--- src/rtl/extint_pkg.sv ---
package extint_pkg;

    typedef struct packed {
        logic lvl;
    } qual_state_t;

    typedef struct packed {
        logic flag;
        logic skip;
        logic wake;
    } flag_state_t;

endpackage

--- src/rtl/extint_sync.sv ---
module extint_sync #(
    parameter int STAGES = 2
) (
    input  logic clk,
    input  logic rst_n,
    input  logic pin_i,
    output logic pin_s_o
);
    logic [STAGES-1:0] sync_d, sync_q;

    generate
        if (STAGES == 1) begin : g_single
            always_comb sync_d = pin_i;
        end else begin : g_chain
            always_comb sync_d = {sync_q[STAGES-2:0], pin_i};
        end
    endgenerate

    always_ff @(posedge clk or negedge rst_n) begin
        if (!rst_n) sync_q <= '0;
        else        sync_q <= sync_d;
    end

    assign pin_s_o = sync_q[STAGES-1];
endmodule

--- src/rtl/extint_qual.sv ---
module extint_qual
    import extint_pkg::*;
(
    input  logic clk,
    input  logic rst_n,
    input  logic pin_s_i,
    input  logic in_en_i,
    input  logic pol_i,
    output logic evt_o
);
    qual_state_t st_d, st_q;
    logic        level;

    always_comb begin
        level      = in_en_i & ~(pin_s_i ^ pol_i);
        st_d       = st_q;
        st_d.lvl   = level;
        evt_o      = level & ~st_q.lvl;
    end

    always_ff @(posedge clk or negedge rst_n) begin
        if (!rst_n) st_q <= '0;
        else        st_q <= st_d;
    end
endmodule

--- src/rtl/extint_flag.sv ---
module extint_flag
    import extint_pkg::*;
(
    input  logic clk,
    input  logic rst_n,
    input  logic evt_i,
    input  logic test_clr_i,
    input  logic ack_i,
    input  logic ie_i,
    input  logic wake_en_i,
    output logic irq_o,
    output logic skip_o,
    output logic wake_o,
    output logic flag_o
);
    flag_state_t st_d, st_q;

    always_comb begin
        st_d      = st_q;
        st_d.skip = test_clr_i & st_q.flag;
        st_d.wake = wake_en_i & evt_i;
        if (evt_i)                   st_d.flag = 1'b1;
        else if (test_clr_i || ack_i) st_d.flag = 1'b0;
    end

    always_ff @(posedge clk or negedge rst_n) begin
        if (!rst_n) st_q <= '0;
        else        st_q <= st_d;
    end

    assign irq_o  = st_q.flag & ie_i;
    assign skip_o = st_q.skip;
    assign wake_o = st_q.wake;
    assign flag_o = st_q.flag;
endmodule

--- src/rtl/extint_detect.sv ---
module extint_detect #(
    parameter int SYNC_STAGES = 2
) (
    input  logic clk,
    input  logic rst_n,
    input  logic pin_i,
    input  logic cfg_in_en_i,
    input  logic cfg_pol_i,
    input  logic cfg_ie_i,
    input  logic cfg_wake_en_i,
    input  logic test_clr_i,
    input  logic irq_ack_i,
    output logic irq_o,
    output logic skip_o,
    output logic wake_o
);
    logic pin_s_w;
    logic evt_w;
    logic flag_w;

    extint_sync #(.STAGES(SYNC_STAGES)) u_sync (
        .clk     (clk),
        .rst_n   (rst_n),
        .pin_i   (pin_i),
        .pin_s_o (pin_s_w)
    );

    extint_qual u_qual (
        .clk     (clk),
        .rst_n   (rst_n),
        .pin_s_i (pin_s_w),
        .in_en_i (cfg_in_en_i),
        .pol_i   (cfg_pol_i),
        .evt_o   (evt_w)
    );

    extint_flag u_flag (
        .clk        (clk),
        .rst_n      (rst_n),
        .evt_i      (evt_w),
        .test_clr_i (test_clr_i),
        .ack_i      (irq_ack_i),
        .ie_i       (cfg_ie_i),
        .wake_en_i  (cfg_wake_en_i),
        .irq_o      (irq_o),
        .skip_o     (skip_o),
        .wake_o     (wake_o),
        .flag_o     (flag_w)
    );
endmodule

--- config.mk ---
export PLATFORM = sky130hd
export DESIGN_NAME = extint_detect
export DESIGN_NICKNAME = d
export VERILOG_FILES = /design/src/rtl/extint_pkg.sv /design/src/rtl/extint_sync.sv /design/src/rtl/extint_qual.sv /design/src/rtl/extint_flag.sv /design/src/rtl/extint_detect.sv
export SDC_FILE = /design/constraint.sdc
export NUM_CORES = 1
export LEC_CHECK = 0
export BUFFER_PORTS_ARGS = -buffer_cell sky130_fd_sc_hd__buf_2
export CORE_AREA = 2 2 39 41
export DETAILED_ROUTE_END_ITERATION = 12
export DIE_AREA = 0 0 41 43
export GPL_ROUTABILITY_DRIVEN = 0
export SYNTH_ARGS = -nofsm -noshare
export SYNTH_HDL_FRONTEND = slang
export SYNTH_SLANG_ARGS = --single-unit
export TNS_END_PERCENT = 5
--- constraint.sdc ---
create_clock -name clk -period 1.7 [get_ports clk]
set_input_delay 0.17 -clock clk [delete_from_list [all_inputs] [get_ports clk]]
set_output_delay 0.17 -clock clk [all_outputs]
set_load 0.02 [all_outputs]
Word-level counts from Yosys, hierarchy flattened
Index checks and enable logic that the tools add are counted.
{ "word_totals": {"out_inout_bits": 3, "elab_cells": 17, "regBits": 6} }
{ "classes": {"mux": 2, "n_reduce_logical": 2, "bitwise_logic": 8} }
{ "ops": {"columns": ["op", "count"], "rows": [
  ["$and A1 B1 Y1", 5],
  ["$mux W1", 2],
  ["$not A1 Y1", 2],
  ["$reduce_bool A2 Y1", 1],
  ["$logic_or A1 B1 Y1", 1],
  ["$xor A1 B1 Y1", 1]
]} }

Logic depth before layout (Yosys ltp)
Gate-level depths: netlist (run 1).
{ "depth": {"word_depth": 5, "ltp_mapped": 2} }

Modules after synthesis
From an unflattened synthesis (run 1), not the netlist that was laid out.
{ "unflattened": {"hier_cells": 14, "hier_area_um2": 205.2} }
{ "by_module_without_submodules": {"columns": ["module", "cells_per_inst", "area_each_um2", "instances", "seq_area_each_um2"], "rows": [
  ["extint_flag", 8, 106.4, 1, 75.1],
  ["extint_sync", 2, 50.0, 1, 50.0],
  ["extint_qual", 4, 48.8, 1, 25.0]
]} }

Worst setup path after synthesis (run 1)
No wires, ideal clock.
{ "synth_path": {"kind": "reg-to-reg", "startpoint": "register u_sync.sync_q[1]", "endpoint": "register u_flag.st_q (netlist bit u_flag.flag_o)", "setup_time_ps": 126, "slack_ps": 932, "path_buffers": 0, "stages_incl_launch_ff": 3, "required_ps": 1574, "t_arrival_ps": 642, "path_cell_list": "dfrtp_1 xor2_1 o2bb2ai_1"} }
{ "synth_between": {"elab_chain_cells": 5} }
{ "synth_rtl": {"columns": ["element", "line", "rtl"], "rows": [
  ["from (decl)", "extint_sync.sv:9", "logic [STAGES-1:0] sync_d, sync_q;"],
  ["from (signal assigned)", "extint_sync.sv:21", "else sync_q <= sync_d;"],
  ["$xor A1 B1 Y1 (*)", "extint_qual.sv:15", "level = in_en_i & ~(pin_s_i ^ pol_i);"],
  ["$not A1 Y1 (*)", "extint_qual.sv:15", null],
  ["$and A1 B1 Y1 (*)", "extint_qual.sv:15", null],
  ["$and A1 B1 Y1 (*)", "extint_qual.sv:18", "evt_o = level & ~st_q.lvl;"],
  ["$mux W1 / $reduce_bool A2 Y1 (equally long branches)", null, null],
  ["to (signal assigned)", "extint_flag.sv:28", "else st_q <= st_d;"],
  ["to (decl)", "extint_flag.sv:16", "flag_state_t st_d, st_q;"]
]} }
Mark *: on every way between the ends. The rest lies on a longest branch, timed or not.
A chain may end at the register's enable or synchronous reset.

Worst setup path after layout (run 1)
{ "layout_path": {"startpoint": "register u_flag.st_q (netlist bit u_flag.flag_o)", "endpoint": "output irq_o"} }
{ "layout_between": {"elab_chain_cells": 1} }
{ "layout_rtl": {"columns": ["element", "line", "rtl"], "rows": [
  ["$and A1 B1 Y1", "extint_flag.sv:31", "assign irq_o = st_q.flag & ie_i;"],
  ["to (decl)", "extint_detect.sv:13", "output logic irq_o,"]
]} }
No other way between the ends.

==> results_dict.tcl, run 1 <==
set metrics [dict create \
    status "completed" \
    gr-usage-met1 0.0882 \
    max_stage_delay_ps 390 \
    clock-sinks 6 \
    final_cell_mix "buf_2 (11), dfrtp_1 (6), clkbuf_4 (3)" \
    peakVddDrop_v 0.000457 \
    rsz0062_at_grt "no" \
    holdWs_ps 38.6 \
    ys_seq_area_frac 0.719 \
    num_vias 150 \
    io_buffers 11 \
    tightest_slew_ps 262 \
    slew-limit-headroom 0.825 \
    cellLeakagePower_uw 0.000163 \
    synthDistinctLibCells 8 \
    synth_seq_cells 6 \
    critPathBufInv 1 \
    antenna_found_initial 0 \
    grt_pass1_wl_um 696 \
    wl_um 429 \
    critPathTopFamily "flip-flops" \
    synthCells 14 \
    cts_tree "yes" \
    drc 0 \
    fp-row-count 14 \
    startpoint_type "flop" \
    critPathKind "flop to output pin" \
    grt_util_met3 0.0995 \
    met2_usage 0.0625 \
    initial_core_util 0.151 \
    drive_above_1_share 0.517 \
    avgRoutedWirePerCell_um 9.53 \
    die-area_mm2 0.00176 \
    grt_max_degree 7 \
    io_pins 12 \
    syn_area_per_cell_um2 14.9 \
    grt_pass1_vias 157 \
    fin_crit_ps 1110 \
    post_cts_resized 0 \
    cts-root-buf "clkbuf_4" \
    final_common_cell "buf_2" \
    cts.reportedPaths.clkPinSlew_ps 50 \
    cts_setup_buffers 0 \
    max_freq_mhz 902 \
    fin_util 0.229 \
    slew_viol_final 0 \
    drv_cap 0 \
    first_pass_iters 2 \
    powerDensity_mw_per_mm2 1010 \
    crit_required_ps 1530 \
    top_usage_layer "met3" \
    via_per_inst 3.33 \
    setup_viol 0 \
    finClkSkew_ps 4.56 \
    crit_slowest_cell "dfrtp_1" \
    core_area_mm2 0.00138 \
    die_w_um 41 \
    synthToLayoutAreaGrowth_pct 51.5 \
    tns_ps 0 \
    min_period_over_period 0.652 \
    htreeDepth 1 \
    hp-class "primary input to flop" \
    path_max_fanout 3 \
    drtIter0Drc 3 \
    arrival_ps 940 \
    netlist_area_um2 209 \
    fp.dieH_um 43 \
    ys_warn_count 0 \
    clockBufferDepth 2 \
    syn_nets 23 \
    cts_buffers 3 \
    grt.overflow.total 0 \
    layout.nets 40 \
    cp_cell_sequence "and2_1 -> buf_2" \
    insertion_delay_ps 240 \
    grt_usage 0.0696 \
    hold_viol_final 0 \
    worst_setup_path_end_kind "output pin" \
    num_antenna_cells 0 \
    drtAntennaViolNets 0 \
]
[worst paths after layout]
kind | from | to | slack [ps] | cells past startpoint
min in group asynchronous | rst_n | u_flag.wake_o | 270 | 2
min reg2reg | u_sync.sync_q[0] | u_sync.sync_q[1] | 340 | 0
max | u_flag.flag_o | irq_o | 590 | 2
min | pin_i | u_sync.sync_q[0] | 40 | 1
max reg2reg | u_sync.sync_q[1] | u_flag.flag_o | 880 | 2
max in group asynchronous | rst_n | u_sync.sync_q[0] | 1280 | 2
[stage by stage]
step	worst slack [ps]	cells	total power [µW]	instance area, µm²
floorplan	932	14	174	209
global placement	859	41	192	284
detailed placement	852	41	193	284
CTS	580	45	329	317
global route	546	45	352	317
finish	591	45	319	317
[sequential cells by signal, indices dropped and copies added, names as in the netlist]
| name | flops |
|---|---|
| u_sync.sync_q | 2 |
| u_qual.st_q | 1 |
| u_flag.skip_o | 1 |
| u_flag.wake_o | 1 |
| u_flag.flag_o | 1 |
[kinds of logic after synthesis]
family / after synthesis / synth area share
AOI/OAI and AO/OA: 1 / 0.0419
xor gates and xnor gates: 1 / 0.0419
DFF: 6 / 0.719
and+or+nand+nor: 6 / 0.198
[power by group]
group | leakage (µW) | internal, µW | switching, µW
combinational | 0.0000727 | 17.3 | 18.5
clock | 0.0000138 | 79.6 | 48.0
sequential | 0.0000762 | 153 | 3.45
total | 0.000163 | 249 | 69.9
[metal layers]
| metal | vias up | part of all wire |
|---|---|---|
| li1 | 77 | - |
| met1 | 58 | 0.49 |
| met2 | 15 | 0.31 |
| met3 | 0 | 0.20 |
| met4 | 0 | 0 |
| met5 | - | 0 |
[cell usage after synthesis (all sizes together)]
| cell type | number | area [µm²] |
|---|---|---|
| dfrtp | 6 | 150 |
| xor2 | 1 | 8.76 |
| and2 | 2 | 12.5 |
| nand2b | 1 | 6.26 |
| nor2 | 1 | 3.75 |
| nor2b | 1 | 6.26 |
| nor3b | 1 | 12.5 |
| o2bb2ai | 1 | 8.76 |
[timing repair]
action | in CTS | in global routing
hold endpoints to repair | 6 | 0
endpoints found under the setup margin | 0 | 0
hold buffers | 1 | 0
[cell type report]
type	count	area [µm²]
Sequential cell	6	150
Tap cell	16	20.0
Multi-Input combinational cell	8	58.8
Timing Repair Buffer	12	65.1
Fill cell	157	1070
Clock buffer	3	22.5
Power figures use the tool's default switching activity.
==> run 2, diff against run 1 <==
==> constraint.sdc (replaced) <==
create_clock -name clk -period 0.9 [get_ports clk]
set_input_delay 0.09 -clock clk [delete_from_list [all_inputs] [get_ports clk]]
set_output_delay 0.09 -clock clk [all_outputs]
set_load 0.02 [all_outputs]
==> run 2 against run 1 <==
The run now ends with negative setup slack left. First-iteration DRC count decreased by 67%. Sequential cell count unchanged. Combinational power increased by 150%. Clock skew decreased by 2.5 ps. Worst hold slack improved by 48 ps. Sequential power increased by 88%. Final area increased by 11%. Clock-buffer cell count unchanged. Cell count increased by 4.4%. Critical endpoint unchanged. Largest power group unchanged. Highest routed layer unchanged.
==> results_dict.tcl, run 2 (synthesis gave the netlist of run 1 again) <==
set metrics [dict create \
    status "finished, violations left" \
    violations "negative setup slack" \
    grt.overflow.total 0 \
    detailed_place_hpwl_um 347 \
    layout.nets 42 \
    grt_max_degree 7 \
    place_area_um2 284 \
    synthToLayoutAreaGrowth_pct 67.7 \
    finClkSkew_ps 2.07 \
    reg2reg_slack_ps 100 \
    die_w_um 41 \
    crit_path_start "u_flag.flag_o" \
    hold_viol_final 0 \
    place_ws_ps 80.9 \
    setup_viol 1 \
    dpl.cell_count 41 \
    final_area_um2 350 \
    peakVddDrop_v 0.000560 \
    fin_util 0.253 \
    drtIter0Drc 1 \
    avgRoutedWirePerCell_um 10.2 \
    core_area_mm2 0.00138 \
    largest_register_ffs 2 \
    io_buffers 11 \
    fin_ws_ps -54.9 \
    cts.reportedPaths.clkPinSlew_ps 50 \
    slew-limit-headroom 0.872 \
    rsz0062_at_grt "yes" \
    clock-sinks 6 \
    r2r_cells 2 \
    cellLeakagePower_uw 0.000176 \
    initial_core_util 0.151 \
    tightest_slew_ps 192 \
    drv_cap 0 \
    timing.rr.start "u_sync.sync_q[1]" \
    worst_setup_path_end_kind "output pin" \
    first_pass_iters 2 \
    critPathKind "flop to output pin" \
    clockBufferDepth 2 \
    drive_above_1_share 0.581 \
    r2r-end "u_flag.wake_o" \
    htreeDepth 1 \
    drc 0 \
    num_vias 164 \
    insertion_delay_ps 240 \
    worstHoldEndpoint "u_flag.skip_o" \
    io_pins 12 \
    top_register "u_sync.sync_q" \
    wl_um 481 \
    powerDensity_mw_per_mm2 1790 \
    slew_viol_final 0 \
    drtAntennaViolNets 0 \
    cts_tree "yes" \
    crit_required_ps 810 \
    grt_pass1_vias 179 \
    arrival_ps 860 \
    grt_usage 0.0718 \
    final_cell_mix "buf_2 (10), dfrtp_1 (6), clkbuf_4 (3)" \
    path_max_fanout 2 \
    grt_pass1_wl_um 765 \
    antenna_found_initial 0 \
    die-area_mm2 0.00176 \
    hp-start "test_clr_i" \
    fin_cells 47 \
    fin_crit_ps 955 \
    fp-row-count 14 \
    hp-class "primary input to flop" \
    via_per_inst 3.49 \
    num_antenna_cells 0 \
    startpoint_type "flop" \
    min_period_over_period 1.06 \
    cts-root-buf "clkbuf_4" \
    cts_buffers 3 \
    max_freq_mhz 1050 \
    holdPathStages 2 \
    fp.dieH_um 43 \
    final_common_cell "buf_2" \
    finalPower_uw 627 \
]
-- run 2: what timing repair did --
| action | CTS | global route |
|---|---|---|
| hold buffers | 2 | 0 |
| pin swaps | 1 | 0 |
| endpoints found under the hold margin | 7 | 0 |
| gates resized for setup | 3 | 1 |
| setup endpoints to repair | 1 | 2 |
| buffers inserted | 1 | 0 |
-- run 2: stage by stage --
stage / setup TNS [ps] / hold slack, ps
2_1_floorplan: 0 / -206
3_3_place_gp: 0 / -80.1
3_5_place_dp: 0 / -80.0
4_1_cts: -64.7 / 79.6
5_1_grt: -81.7 / 107
6_report: -54.9 / 86.9
-- run 2: where the power goes --
group | total [µW] | leakage, µW | switching (µW) | internal [µW]
clock network | 245 | 0.0000138 | 94.6 | 151
registers | 294 | 0.0000762 | 6.03 | 288
logic | 88.0 | 0.0000858 | 40.2 | 47.8
total | 627 | 0.000176 | 141 | 487
-- run 2: how the worst max path moves through the flow --
stage | depth (start not counted) | slack (ps) | end
floorplan | 2 | 130 | u_flag.flag_o
global placement | 2 | 100 | u_flag.flag_o
detailed placement | 2 | 80 | u_flag.flag_o
CTS | 2 | -60 | irq_o
global route | 2 | -80 | irq_o
finish | 2 | -50 | irq_o
-- run 2: routing by layer --
layer	vias to the layer above	routed length, µm	track usage
li1	79	-	-
met1	71	221	0.0954
met2	14	178	0.0813
met3	0	81	0.0681
met4	0	0	0.0200
met5	-	0	0
-- run 2: cell type report --
type	instances	area (µm²)
repair buffers	14	88.8
well taps	16	20.0
flip-flops and latches	6	150
fillers	149	1030
multi-input cells	8	68.8
clock buffers	3	22.5
-- run 2: worst max-delay path, stage by stage (launching register included) --
cell,delay (ps)
dfrtp_1,370
and2_4,140
buf_6,120
==> run 3, diff against run 2 <==
==> constraint.sdc (replaced) <==
create_clock -name clk -period 0.8 [get_ports clk]
set_input_delay 0.08 -clock clk [delete_from_list [all_inputs] [get_ports clk]]
set_output_delay 0.08 -clock clk [all_outputs]
set_load 0.02 [all_outputs]
==> run 3 against run 2 <==
The run still ends with negative setup slack left. Sequential cell count is the same. Worst hold slack lost 9.4 ps. Routed wire length grew 4.8%.
==> results_dict.tcl, run 3 (synthesis gave the netlist of run 1 again) <==
set metrics [dict create \
    status "finished, violations left" \
    violations "negative setup slack" \
    io_buffers 11 \
    clock-sinks 6 \
    fp.dieH_um 43 \
    place_area_um2 284 \
    hp-class "primary input to flop" \
    finalPower_uw 712 \
    layout.nets 42 \
    die_w_um 41 \
    num_vias 165 \
    crit_required_ps 720 \
    cts_buffers 3 \
    grt_max_degree 7 \
    r2r_cells 2 \
    reg2reg_slack_ps 10 \
    final_cell_mix "buf_2 (10), dfrtp_1 (6), clkbuf_4 (3)" \
    hold_viol_final 0 \
    arrival_ps 860 \
    insertion_delay_ps 240 \
    r2r-end "u_flag.flag_o" \
    critPathTopFamily "flip-flops" \
    cp_cell_sequence "and2_4 -> buf_6" \
    grt.overflow.total 0 \
    cts_tree "yes" \
    fp-row-count 14 \
    top_register "u_sync.sync_q" \
    worst_setup_path_end_kind "output pin" \
    drtIter0Drc 0 \
    drc 0 \
    detailed_place_hpwl_um 347 \
    grt_usage 0.0719 \
    clockBufferDepth 2 \
    grt_pass1_vias 173 \
    grt_pass1_wl_um 759 \
    via_per_inst 3.51 \
    crit_cells 2 \
    synthToLayoutAreaGrowth_pct 71.3 \
    holdPathStages 2 \
    slew_viol_final 0 \
    slew-limit-headroom 0.866 \
    cellLeakagePower_uw 0.000179 \
    cts.reportedPaths.clkPinSlew_ps 50 \
    crit_slowest_cell "dfrtp_1" \
    crit_path_start "u_flag.flag_o" \
    startpoint_type "flop" \
    worstHoldEndpoint "u_flag.skip_o" \
    path_max_fanout 2 \
    tightest_slew_ps 201 \
    max_freq_mhz 1060 \
    dpl.cell_count 41 \
    drv_cap 0 \
    critPathKind "flop to output pin" \
    num_antenna_cells 0 \
    setup_viol 3 \
    antenna_found_initial 0 \
    final_area_um2 358 \
    cts-root-buf "clkbuf_4" \
    drive_above_1_share 0.613 \
    hp-start "test_clr_i" \
    wl_um 504 \
    finClkSkew_ps 1.98 \
    avgRoutedWirePerCell_um 10.7 \
    fin_ws_ps -144 \
    critPathBufInv 1 \
    drtAntennaViolNets 0 \
    initial_core_util 0.151 \
    max_stage_delay_ps 370 \
    powerDensity_mw_per_mm2 1990 \
    final_common_cell "buf_2" \
    die-area_mm2 0.00176 \
    htreeDepth 1 \
    io_pins 12 \
    peakVddDrop_v 0.000626 \
    largest_register_ffs 2 \
    first_pass_iters 1 \
    fin_cells 47 \
    rsz0062_at_grt "yes" \
    fin_crit_ps 944 \
    timing.rr.start "u_sync.sync_q[1]" \
    core_area_mm2 0.00138 \
    min_period_over_period 1.18 \
]
## run 3: cell count changes in the layout (fill, tap and decap cells not counted)
cell / delta
nand2b_4: +1
nand2b_1: -1
## run 3: worst register-to-register path: stages (launching register included)
cell and delay [ps]:
dfrtp_1 380, xor2_2 200, o2bb2ai_1 90
## run 3: area by class of cell
type	instances	area (µm²)
Tap cell	16	20.0
Fill cell	151	1030
Clock buffer	3	22.5
Timing Repair Buffer	14	88.8
Multi-Input combinational cell	8	76.3
Sequential cell	6	150
## run 3: what timing repair did
item	in CTS	in global routing
endpoints found under the hold margin	7	0
buffers inserted	1	0
hold buffers	2	0
gates resized for setup	4	1
setup endpoints to repair	6	6
pin swaps	2	0
## run 3: where the power goes
part	total [µW]	internal, µW	switching (µW)
Combinational	106	58.1	47.8
Sequential	331	324	7.05
Clock	275	169	106
## run 3: how the worst max path moves through the flow
stage | endpoint | slack, ps
final | irq_o | -140
after global routing | irq_o | -170
after CTS | irq_o | -150
after detailed placement | u_flag.flag_o | -20
after global placement | u_flag.flag_o | 4
after floorplan | u_flag.flag_o | 30
## run 3: per-layer routing
layer	GRT usage	up-vias	part of all wire
li1	-	79	-
met1	0.0960	72	0.44
met2	0.0813	14	0.39
met3	0.0681	0	0.16
met4	0.0200	0	0
met5	0	-	0
## run 3: through the flow
step	utilization	setup slack [ps]	TNS, ps	hold slack [ps]
final	0.259	-144	-186	77.5
after global routing	0.259	-172	-324	96.7
after CTS	0.253	-155	-219	69.6
after detailed placement	0.205	-19.1	-30.7	-90.0
after global placement	0.205	4.26	0	-90.1
after floorplan	-	31.8	0	-216
